<file path="config.mk">
export PLATFORM = sky130hd
export DESIGN_NAME = tdm_frame_timer
export DESIGN_NICKNAME = d
export VERILOG_FILES = /design/src/rtl/tdm_frame_timer.sv
export SDC_FILE = /design/constraint.sdc
export NUM_CORES = 1
export LEC_CHECK = 0
export BUFFER_PORTS_ARGS = -buffer_cell sky130_fd_sc_hd__buf_2
export CAP_MARGIN = 20
export CORE_UTILIZATION = 40
export CTS_CLUSTER_DIAMETER = 40
export CTS_CLUSTER_SIZE = 28
export DETAILED_ROUTE_END_ITERATION = 16
export PLACE_DENSITY = 0.62
export SLEW_MARGIN = 0
export SYNTH_ARGS = -nofsm -noshare
export SYNTH_HDL_FRONTEND = slang
export SYNTH_SLANG_ARGS = --single-unit
</file>
<file path="constraint.sdc">
create_clock -name clk -period 2.13 [get_ports clk]
set_clock_uncertainty 0.1 [all_clocks]
set_input_delay 0.1065 -clock clk [delete_from_list [all_inputs] [get_ports clk]]
set_output_delay 0.1065 -clock clk [all_outputs]
set_load 0.03 [all_outputs]
</file>
<file path="src/rtl/tdm_frame_timer.sv">
module tdm_frame_timer #(
  parameter int FRAME_CYCLES = 1024,
  parameter int MIN_CH_LOG   = 5
) (
  input  logic                            clk,
  input  logic                            rst,
  input  logic                            fp_in,
  input  logic                            cfg_we,
  input  logic                            cfg_wide,
  input  logic                            cfg_rise,
  input  logic [1:0]                      cfg_rate,
  output logic                            frame_start,
  output logic [$clog2(FRAME_CYCLES)-1:0] cyc_cnt,
  output logic [MIN_CH_LOG+2:0]           chan_idx,
  output logic                            locked,
  output logic                            fp_active_high,
  output logic                            width_err,
  output logic                            miss_err,
  output logic                            cfg_err
);
  localparam int CW   = $clog2(FRAME_CYCLES);
  localparam int CHW  = MIN_CH_LOG + 3;
  localparam int BASE = CW - MIN_CH_LOG;
  localparam int HALF = FRAME_CYCLES / 2;
  localparam logic [CW-1:0] LAST   = CW'(FRAME_CYCLES - 1);
  localparam logic [CW-1:0] HALF_C = CW'(HALF);

  logic          wide_q, rise_q;
  logic [1:0]    rate_q;
  logic          fp_q, prev_long, have_ref;
  logic [CW-1:0] run_len;

  wire edge_now  = fp_in != fp_q;
  wire pulse_end = edge_now && prev_long && run_len != '0 && run_len < HALF_C;
  wire good      = pulse_end && run_len == (wide_q ? CW'(2) : CW'(1));
  wire bad       = pulse_end && !good;
  wire at_last   = cyc_cnt == LAST;

  assign cfg_err = !rise_q;

  always_comb begin
    case (rate_q)
      2'd0:    chan_idx = CHW'(cyc_cnt >> BASE);
      2'd1:    chan_idx = CHW'(cyc_cnt >> (BASE - 1));
      2'd2:    chan_idx = CHW'(cyc_cnt >> (BASE - 2));
      default: chan_idx = CHW'(cyc_cnt >> (BASE - 3));
    endcase
  end

  always_ff @(posedge clk) begin
    if (rst) begin
      wide_q         <= 1'b0;
      rise_q         <= 1'b0;
      rate_q         <= 2'd0;
      fp_q           <= 1'b0;
      run_len        <= '0;
      prev_long      <= 1'b0;
      have_ref       <= 1'b0;
      cyc_cnt        <= '0;
      frame_start    <= 1'b0;
      locked         <= 1'b0;
      fp_active_high <= 1'b0;
      width_err      <= 1'b0;
      miss_err       <= 1'b0;
    end else begin
      if (cfg_we) begin
        wide_q <= cfg_wide;
        rise_q <= cfg_rise;
        rate_q <= cfg_rate;
      end

      fp_q <= fp_in;
      if (edge_now) begin
        run_len   <= CW'(1);
        prev_long <= run_len >= HALF_C;
      end else if (run_len != HALF_C) begin
        run_len <= run_len + CW'(1);
      end

      if (pulse_end) fp_active_high <= fp_q;

      if (good) begin
        cyc_cnt     <= '0;
        frame_start <= 1'b1;
        have_ref    <= 1'b1;
      end else begin
        cyc_cnt     <= at_last ? '0 : cyc_cnt + CW'(1);
        frame_start <= at_last;
      end

      if (!rise_q)   locked <= 1'b0;
      else if (good) locked <= have_ref && at_last;
      else if (at_last) locked <= 1'b0;

      if (locked && at_last && !good) miss_err <= 1'b1;
      else if (good && at_last && have_ref && rise_q) miss_err <= 1'b0;

      if (bad)       width_err <= 1'b1;
      else if (good) width_err <= 1'b0;
    end
  end
endmodule


</file>
==> run metrics, run 1 <==
Global Route Usage Sum 17.6%; final setup violating endpoints 0; num rows 22; Clock Power Share between 40% and 50%; number of synthesized flops with an enable pin 0; P_int slightly above 1 mW; Logic pwr share 9.6%; Post-Syn Area per Cell a little over 9 um^2; PD cells roughly 700 mW/mm^2; Critical Path RT between 2 and 2.5 ns; Die Ht ~65 um; outcome completed; asr flop ratio synth 0%; vias 1349; commonest non-fill, non-tap cells in the layout dfxtp_1 (32), buf_2 (31), nor2_1 (25), mux2i_1 (15), nand2_1 (11); Slew HR 64.6%; Iteration-0 DRC Markers 45; post-layout util about 52%; clk slew on worst S/H paths 0.07 ns; drt total wl between 3000 and 4000 um; IO Pins 32; Clock Path Buffers 2; final instance area 0.00196 mm^2; cells after synthesis about 170; slew of the pin with the lowest slew margin between 0.5 and 0.6 ns; post-synthesis cell type count 38; Post-Route Setup TNS 0 ns; fin crit period between 1.5 and 2 ns; Max Slew Vio Count 0; TritonCTS Buffers 5; share of post-route cells with drive strength above 1 between 20% and 30%; core outline area approximately 0.0037 mm^2; drt pass-1 iters 4; Critical Path Source run_len[0]; warnings from Yosys 0; RSZ-0062 raised after global routing false; number of remaining DRC errors 0; die area about 0.0042 mm^2; sequential share of power 47.9%; Arr. time, crit path around 1.9 ns; fin nets 225; clk_lat worst skew 0.29 ns; chip width 65.0 um; Leak between 0.8 and 0.9 nW; CP Capture Type flop; Mapped Area about 0.0016 mm^2; Starting Density around 42%; Synth Flop Type dfxtp_1; Post-CTS Setup Inserts 0; Final Hold Fails 0; Wirelength per Cell around 13 um; crit path kind flop to flop; DR vias/cell between 5 and 6; Final Cycle Share 86.4%; routability cong. approximately 0.83; hpwl dp 2420 um; IO buf count 31; HP Start rst; syn nets 185; Switching Share between 20% and 30%; CP Launch Type flop; GR Overflow Total 0; worst hold path class input port to flop; CTS tree built; # clock sinks 32; Area Growth Syn to Fin 23.2%; initial antenna violation count 0; Routed Antenna Nets 0; Pwr Total 1.33 mW; Max Clk Rate between 500 and 600 MHz; Max Cap Viol 0; post-synthesis sequential area ratio between 40% and 50%; hold slack final approximately 0.039 ns; largest net degree at the start of global routing 13; peak supply drop 0.344 mV; Area after DPL ~0.0018 mm^2; htree depth 2; switching power total 0.320 mW; commonest non-fill, non-tap cell in the layout dfxtp_1; r2r startpoint run_len[0]; first-pass GRT wire length 5570 um; CP max FO 7; Seq cells post-synth 32; number of diodes 0; vias in the first global route 1208; fill count 373; clock root cell clkbuf_8
==> power by group through the flow <==
stage / sequential (mW) / combinational, mW / clock (mW)
2_1_floorplan: 0.656 / 0.0785 / 0
3_3_place_gp: 0.650 / 0.118 / 0
3_5_place_dp: 0.651 / 0.121 / 0
4_1_cts: 0.637 / 0.129 / 0.584
5_1_grt: 0.641 / 0.141 / 0.601
6_report: 0.638 / 0.128 / 0.567
==> logic make-up after synthesis <==
logic type	share of synthesized area [%]
compound gates	9.30
xor+xnor	8.83
simple gates	24.7
flops	40.3
mux	11.6
fa+ha+maj	2.36
buf+inv	2.84
==> synthesized netlist by cell type (all sizes together), types with 7 or more instances <==
cell type | n | share of area [%]
xnor2 | 7 | 3.9
inv | 7 | 1.7
a21oi | 8 | 2.5
nand2 | 12 | 3.0
dfxtp | 32 | 40
xor2 | 9 | 5.0
mux2i | 15 | 9.5
nand3 | 8 | 2.5
nor2 | 25 | 5.9
and3 | 7 | 2.8
==> layout make-up <==
class                      count  area (um^2)  area share, %
multi-input combinational    130          902           46.1
sequential                    32          641           32.7
timing repair buffer          38          220           11.3
clock buffer                   6         72.6           3.71
tap                           48         60.1           3.07
clock inverter                 2         35.0           1.79
inverter                       7         26.3           1.34
==> sequential cells by signal, indices dropped and copies added, names as in the netlist <==
signal          cells
prev_long           1
width_err           1
wide_q              1
cyc_cnt            10
have_ref            1
fp_q                1
run_len            10
miss_err            1
rate_q              2
locked              1
rise_q              1
fp_active_high      1
frame_start         1
==> critical path: stages, from the launching register on <==
cell and delay, ns:
dfxtp_1 0.44, inv_1 0.07, ha_1 0.24, inv_1 0.10
o2111ai_4 0.16, o211ai_1 0.49, nor2_1 0.10
==> path summary, 6_finish.rpt <==
check | end | slack (ns) | cells after the start
worst max-delay path | cyc_cnt[3] | 0.29 | 6
worst min register to register | have_ref | 0.36 | 2
worst min-delay path | locked | 0.04 | 2
worst max register to register | cyc_cnt[3] | 0.29 | 6
==> per-stage QoR <==
stage / worst slack, ns / cells
after global placement: 0.350 / 250
after detailed placement: 0.299 / 250
after floorplan: 0.308 / 174
after CTS: 0.267 / 263
final: 0.290 / 263
after global routing: 0.110 / 263
==> timing repair <==
| action | CTS | global route |
|---|---|---|
| gates resized for setup | 0 | 0 |
| endpoints found under the hold margin | 5 | 0 |
| hold buffers | 5 | 0 |
==> per-layer routing <==
| metal | vias up | wire (um) | track usage, % |
|---|---|---|---|
| li1 | 681 | - | - |
| met1 | 632 | 1520 | 21.1 |
| met2 | 32 | 1580 | 29.0 |
| met3 | 4 | 155 | 5.46 |
| met4 | 0 | 40 | 6.94 |
| met5 | - | 0 | 0 |
(Power assumes the default switching activity.)
==> inputs of run 2 (changes only) <==
--- a/config.mk
+++ b/config.mk
@@ -7,11 +7,11 @@
 export LEC_CHECK = 0
 export BUFFER_PORTS_ARGS = -buffer_cell sky130_fd_sc_hd__buf_2
 export CAP_MARGIN = 20
-export CORE_UTILIZATION = 40
+export CORE_UTILIZATION = 37
 export CTS_CLUSTER_DIAMETER = 40
 export CTS_CLUSTER_SIZE = 28
 export DETAILED_ROUTE_END_ITERATION = 16
-export PLACE_DENSITY = 0.62
+export PLACE_DENSITY = 0.58
 export SLEW_MARGIN = 0
 export SYNTH_ARGS = -nofsm -noshare
 export SYNTH_HDL_FRONTEND = slang
==> run 2 against run 1 <==
  * Die area grew 7.8%
  * Critical endpoint is now chan_idx[0]
  * Sequential power is essentially flat
  * Cell count is the same
  * Utilization shrank 4.3 points
  * Non-clock buffer count shrank 2
  * Largest power group unchanged
  * Clock-buffer cell count shrank 1
  * Clock power grew 2%
  * Global-route usage shrank 2.2 points
  * Largest cell class unchanged
  * Sequential share of layout area grew 0.19 points
  * Flip-flop and latch count is the same
  * Register-to-register slack gained 0.04 ns
  * Total power grew 0.33%
==> run metrics, run 2 (synthesis gave the netlist of run 1 again) <==
outcome completed; Max Clk Rate 553 MHz (+1.8%); drt total wl 3120 um (-5.5%); clock root cell clkbuf_8; PD cells 687 mW/mm^2 (+0.91%); peak supply drop 0.385 mV (+12%); Clock Path Buffers 2 (unchanged); Wirelength per Cell 11.9 um (-5.5%); CP max FO 11 (+4); DR vias/cell 5.08 (-0.96%); final instance area 0.00195 mm^2 (-0.58%); IO buf count 31 (unchanged); post-layout util 47.9% (-4.3 points); chip width 67.5 um (+3.8%); CTS tree built; number of remaining DRC errors 0 (unchanged); Max Slew Vio Count 0 (unchanged); commonest non-fill, non-tap cells in the layout dfxtp_1 (32), buf_2 (31), nor2_1 (25), mux2i_1 (15), nand2_1 (11); Global Route Usage Sum 15.4% (-2.2 points); Crit path buffers/inverters 1 (-1); first-pass GRT wire length 5130 um (-7.8%); Final Non-Filler Cells 263 (unchanged); largest net degree at the start of global routing 13 (unchanged); core outline area 0.00406 mm^2 (+8.4%); end of the worst hold path rate_q[0]; Post-Route Setup TNS 0 ns (unchanged); FF-to-FF path depth 5 (-1); Final Cycle Share 84.8% (-1.5 points); routability cong. 0.734 (-11%); hpwl dp 2250 um (-7.0%); Setup WS pre-CTS 0.364 ns (+0.0653 ns); slew of the pin with the lowest slew margin 0.427 ns (-0.102 ns); num rows 23 (+4.5%); GR Overflow Total 0 (unchanged); worst hold path class input port to flop; Max Cap Viol 0 (unchanged); CP Capture Type output pin; fin crit period 1.81 ns (-0.0326 ns); final worst slack 0.323 ns (+0.0326 ns); CP Launch Type flop; Post-CTS Setup Inserts 0 (unchanged); clk slew on worst S/H paths 0.07 ns (about the same); drt pass-1 iters 4 (unchanged); Area after DPL 0.00179 mm^2 (-0.28%); Worst path max stage delay 0.58 ns (+0.09 ns); DP Cell Count 251 (+0.40%); IO Pins 32 (unchanged); Pwr Total 1.34 mW (+0.33%); Top delay family on crit path flip-flops; Arr. time, crit path 1.60 ns (-0.29 ns); Slew HR 71.4% (+6.7 points); vias 1336 (-0.96%); Top Registers cyc_cnt: 10 flops, run_len: 10 flops, rate_q: 2 flops; Starting Density 39.1% (-3.3 points); # clock sinks 32 (unchanged); clk_lat worst skew 0.28 ns (about the same); reg-to-reg endpoint locked; Final Hold Fails 0 (unchanged); Iteration-0 DRC Markers 115 (+160%); Routed Antenna Nets 0 (unchanged); hold depth 3 (+1); final setup violating endpoints 0 (unchanged); initial antenna violation count 0 (unchanged); worst path cell trace mux4_2, buf_2; HP Start cfg_rate[0]; R2R Setup Slk 0.33 ns (+0.04 ns); Die Ht 67.5 um (+3.8%); number of diodes 0 (unchanged); vias in the first global route 1167 (-3.4%); die area 0.00456 mm^2 (+7.8%); TritonCTS Buffers 5 (unchanged); Leak 0.821 nW (-1.3%); r2r startpoint cyc_cnt[0]; CP max stage cell dfxtp_1; crit path kind flop to output pin; fin nets 223 (-0.89%); Area Growth Syn to Fin 22.5%; share of post-route cells with drive strength above 1 23.5% (+0.22 points); RSZ-0062 raised after global routing false; Critical Path RT 1.92 ns (-0.26 ns); htree depth 2 (unchanged); commonest non-fill, non-tap cell in the layout dfxtp_1; hold slack final 0.0202 ns (-0.0185 ns)
==> run 2: cell types whose count changed in the layout (fill, tap and decap cells not counted), sizes merged <==
cell,before,now
dlygate4sd3,5,4
buf,33,32
clkinvlp,0,1
clkbuf,6,5
==> run 2: power breakdown <==
| group | total, mW | internal [mW] | switching, mW |
|---|---|---|---|
| Combinational | 0.121 | 0.0492 | 0.0721 |
| Clock | 0.576 | 0.346 | 0.230 |
| Sequential | 0.640 | 0.614 | 0.0261 |
==> run 2: final cells by class <==
type	instances	area, um^2
clock buffers	5	68.8
clock inverters	3	42.5
fillers	384	2110
inverters	7	26.3
multi-input cells	130	902
flip-flops and latches	32	641
well taps	50	62.6
repair buffers	36	203
==> run 2: how the worst max path moves through the flow <==
stage | startpoint | slack (ns) | to | depth (start not counted)
2_1_floorplan | cyc_cnt[0] | 0.31 | locked | 5
3_3_place_gp | cyc_cnt[0] | 0.35 | locked | 5
3_5_place_dp | run_len[0] | 0.36 | locked | 6
4_1_cts | rate_q[0] | 0.30 | chan_idx[0] | 2
5_1_grt | cyc_cnt[0] | 0.21 | locked | 5
6_report | rate_q[0] | 0.32 | chan_idx[0] | 2
==> run 2: timing repair <==
| item | in CTS | in global routing |
|---|---|---|
| hold endpoints to repair | 4 | 0 |
| resized for setup | 0 | 0 |
| hold buffers | 4 | 0 |
==> run 2: routing by layer <==
metal | up-vias | part of all wire (%) | GRT usage [%]
li1 | 685 | - | -
met1 | 607 | 48 | 18.9
met2 | 37 | 45 | 24.1
met3 | 7 | 5.1 | 4.05
met4 | 0 | 2.1 | 8.78
met5 | - | 0 | 0
==> run 2: worst register-to-register path, stage by stage (launching register included) <==
cell and delay, ns:
dfxtp_1 0.42, ha_1 0.27, and2_1 0.24, nand4_1 0.14
or3_1 0.34, a211oi_2 0.21
==> inputs of run 3 (changes only) <==
==> constraint.sdc (replaced) <==
create_clock -name clk -period 1.85 [get_ports clk]
set_clock_uncertainty 0.1 [all_clocks]
set_input_delay 0.0925 -clock clk [delete_from_list [all_inputs] [get_ports clk]]
set_output_delay 0.0925 -clock clk [all_outputs]
set_load 0.03 [all_outputs]
==> run 3 against run 2 <==
  * Critical path type is now flop to flop
  * Total power grew 15%
  * Clock-buffer cell count up 1
  * Flip-flop and latch count unchanged
  * Worst setup slack got worse by 0.19 ns
  * Register-to-register slack lost 0.20 ns
==> run metrics, run 3 (synthesis gave the netlist of run 1 again) <==
post-layout util 50.2% (+2.3 points); vias in the first global route 1188 (+1.8%); drt total wl 3210 um (+2.9%); Critical Path Stages 6 (+4); IO Pins 32 (unchanged); reg-to-reg endpoint locked; Post-CTS Setup Inserts 0 (unchanged); IO buf count 31 (unchanged); Critical Path RT 1.96 ns (+0.04 ns); CP Launch Type flop; final setup violating endpoints 0 (unchanged); initial antenna violation count 0 (unchanged); FF-to-FF path depth 6 (+1); Worst path max stage delay 0.39 ns (-0.19 ns); r2r startpoint run_len[0]; die area 0.00456 mm^2 (unchanged); clock root cell clkbuf_8; commonest non-fill, non-tap cells in the layout buf_2 (31), dfxtp_1 (30), nor2_1 (25), mux2i_1 (15), buf_4 (12); Wirelength per Cell 11.7 um (-1.6%); largest net degree at the start of global routing 13 (unchanged); hold depth 2 (-1); share of post-route cells with drive strength above 1 27.6% (+4.1 points); fin nets 235 (+5.4%); CP max FO 7 (-4); RSZ-0062 raised after global routing false; Final Cycle Share roughly 93%; DP Cell Count 262 (+4.4%); hpwl dp 2320 um (+3.0%); Leak 0.886 nW (+7.8%); PD cells 757 mW/mm^2 (+10%); drt pass-1 iters 4 (unchanged); slew of the pin with the lowest slew margin 0.418 ns (-0.00912 ns); DR vias/cell 4.80 (-5.4%); GR Overflow Total 0 (unchanged); Clock Path Buffers 2 (unchanged); number of diodes 0 (unchanged); core outline area 0.00406 mm^2 (unchanged); final worst slack 0.129 ns (-0.194 ns); Global Route Usage Sum 15.4% (about the same); Iteration-0 DRC Markers 44 (-62%); crit path kind flop to flop; HP Start rst; Routed Antenna Nets 0 (unchanged); peak supply drop 0.291 mV (-24%); Critical Path Source run_len[0]; Crit path buffers/inverters 2 (+1); Arr. time, crit path 1.83 ns (+0.23 ns); # clock sinks 32 (unchanged); Max Clk Rate around 580 MHz; Final Hold Fails 0 (unchanged); Die Ht 67.5 um (unchanged); Setup WS pre-CTS 0.0641 ns (-0.300 ns); Top delay family on crit path flip-flops; most frequent CP cell inv_1; htree depth 2 (unchanged); Starting Density 39.1% (unchanged); R2R Setup Slk 0.13 ns (-0.20 ns); CTS tree built; worst path cell trace inv_1, ha_1, inv_1, o2111ai_4, or3_1, a211oi_2; chip width 67.5 um (unchanged); number of remaining DRC errors 0 (unchanged); Slew HR 72.0% (+0.60 points); Max Cap Viol 0 (unchanged); first-pass GRT wire length 5060 um (-1.3%); worst hold path class input port to flop; routability cong. 0.714 (-2.7%); CP Capture Type flop; Area Growth Syn to Fin 28.3%; clk_lat worst skew 0.28 ns (about the same); fin crit period ~1.7 ns; Final Non-Filler Cells 275 (+4.6%); commonest non-fill, non-tap cell in the layout buf_2; Max Slew Vio Count 0 (unchanged); Top Registers cyc_cnt: 10 flops, run_len: 10 flops, rate_q: 2 flops; Post-Route Setup TNS 0 ns (unchanged); vias 1321 (-1.1%); num rows 23 (unchanged); clk slew on worst S/H paths 0.07 ns (about the same); outcome completed; CP max stage cell dfxtp_2; fill count 381 (-0.78%); TritonCTS Buffers 5 (unchanged); end of the worst hold path locked
==> run 3: changes by cell type in the layout (fill, tap and decap cells not counted), sizes merged <==
cell / previous run / this run
buf: 32 / 43
clkbuf: 5 / 6
clkinvlp: 1 / 0
dlygate4sd3: 4 / 5
==> run 3: cell type report <==
cell class | instances | area, um^2 | share of cell area (%)
Tap cell | 50 | 62.6 | 3.07
Inverter | 7 | 26.3 | 1.29
Timing Repair Buffer | 48 | 295 | 14.5
Clock inverter | 2 | 35.0 | 1.72
Clock buffer | 6 | 72.6 | 3.56
Sequential cell | 32 | 643 | 31.6
Multi-Input combinational cell | 130 | 902 | 44.3
==> run 3: worst register-to-register path, delay by kind of cell, from the launching register on <==
| kind | cells | cell delay [ns] |
|---|---|---|
| DFF | 1 | 0.39 |
| AOI/OAI and AO/OA | 2 | 0.37 |
| adders and majority gates | 1 | 0.24 |
| buffers and inverters | 2 | 0.17 |
| and+or+nand+nor | 1 | 0.39 |
==> run 3: where the power goes <==
part	internal (mW)	switching [mW]	leakage, nW	total, mW
Sequential	0.708	0.0222	0.261	0.730
Combinational	0.0652	0.0925	0.570	0.158
Clock	0.399	0.256	0.0552	0.655
Total	1.17	0.370	0.886	1.54
==> run 3: metal layers <==
metal	vias to the layer above	wire [um]	track usage [%]
li1	709	-	-
met1	579	1580	17.7
met2	26	1410	24.9
met3	7	127	3.55
met4	0	85	11.2
met5	-	0	0
==> run 3: timing repair <==
action / in CTS / in global routing
hold buffers: 5 / 0
endpoints found under the hold margin: 5 / 0
setup endpoints to repair: 0 / 1
gates resized for setup: 0 / 2
==> run 3: per-stage QoR <==
stage	area, um^2	total power [mW]	hold slack, ns
CTS	2030	1.56	0.0290
finish	2040	1.54	0.0258
global route	2040	1.61	0.0431
floorplan	1590	0.846	0.0641
global placement	1880	0.894	0.233
detailed placement	1880	0.896	0.232
==> run 3: how the worst max path moves through the flow <==
stage,end
final,locked
after global routing,locked
after CTS,locked
after detailed placement,locked
after global placement,locked
after floorplan,locked
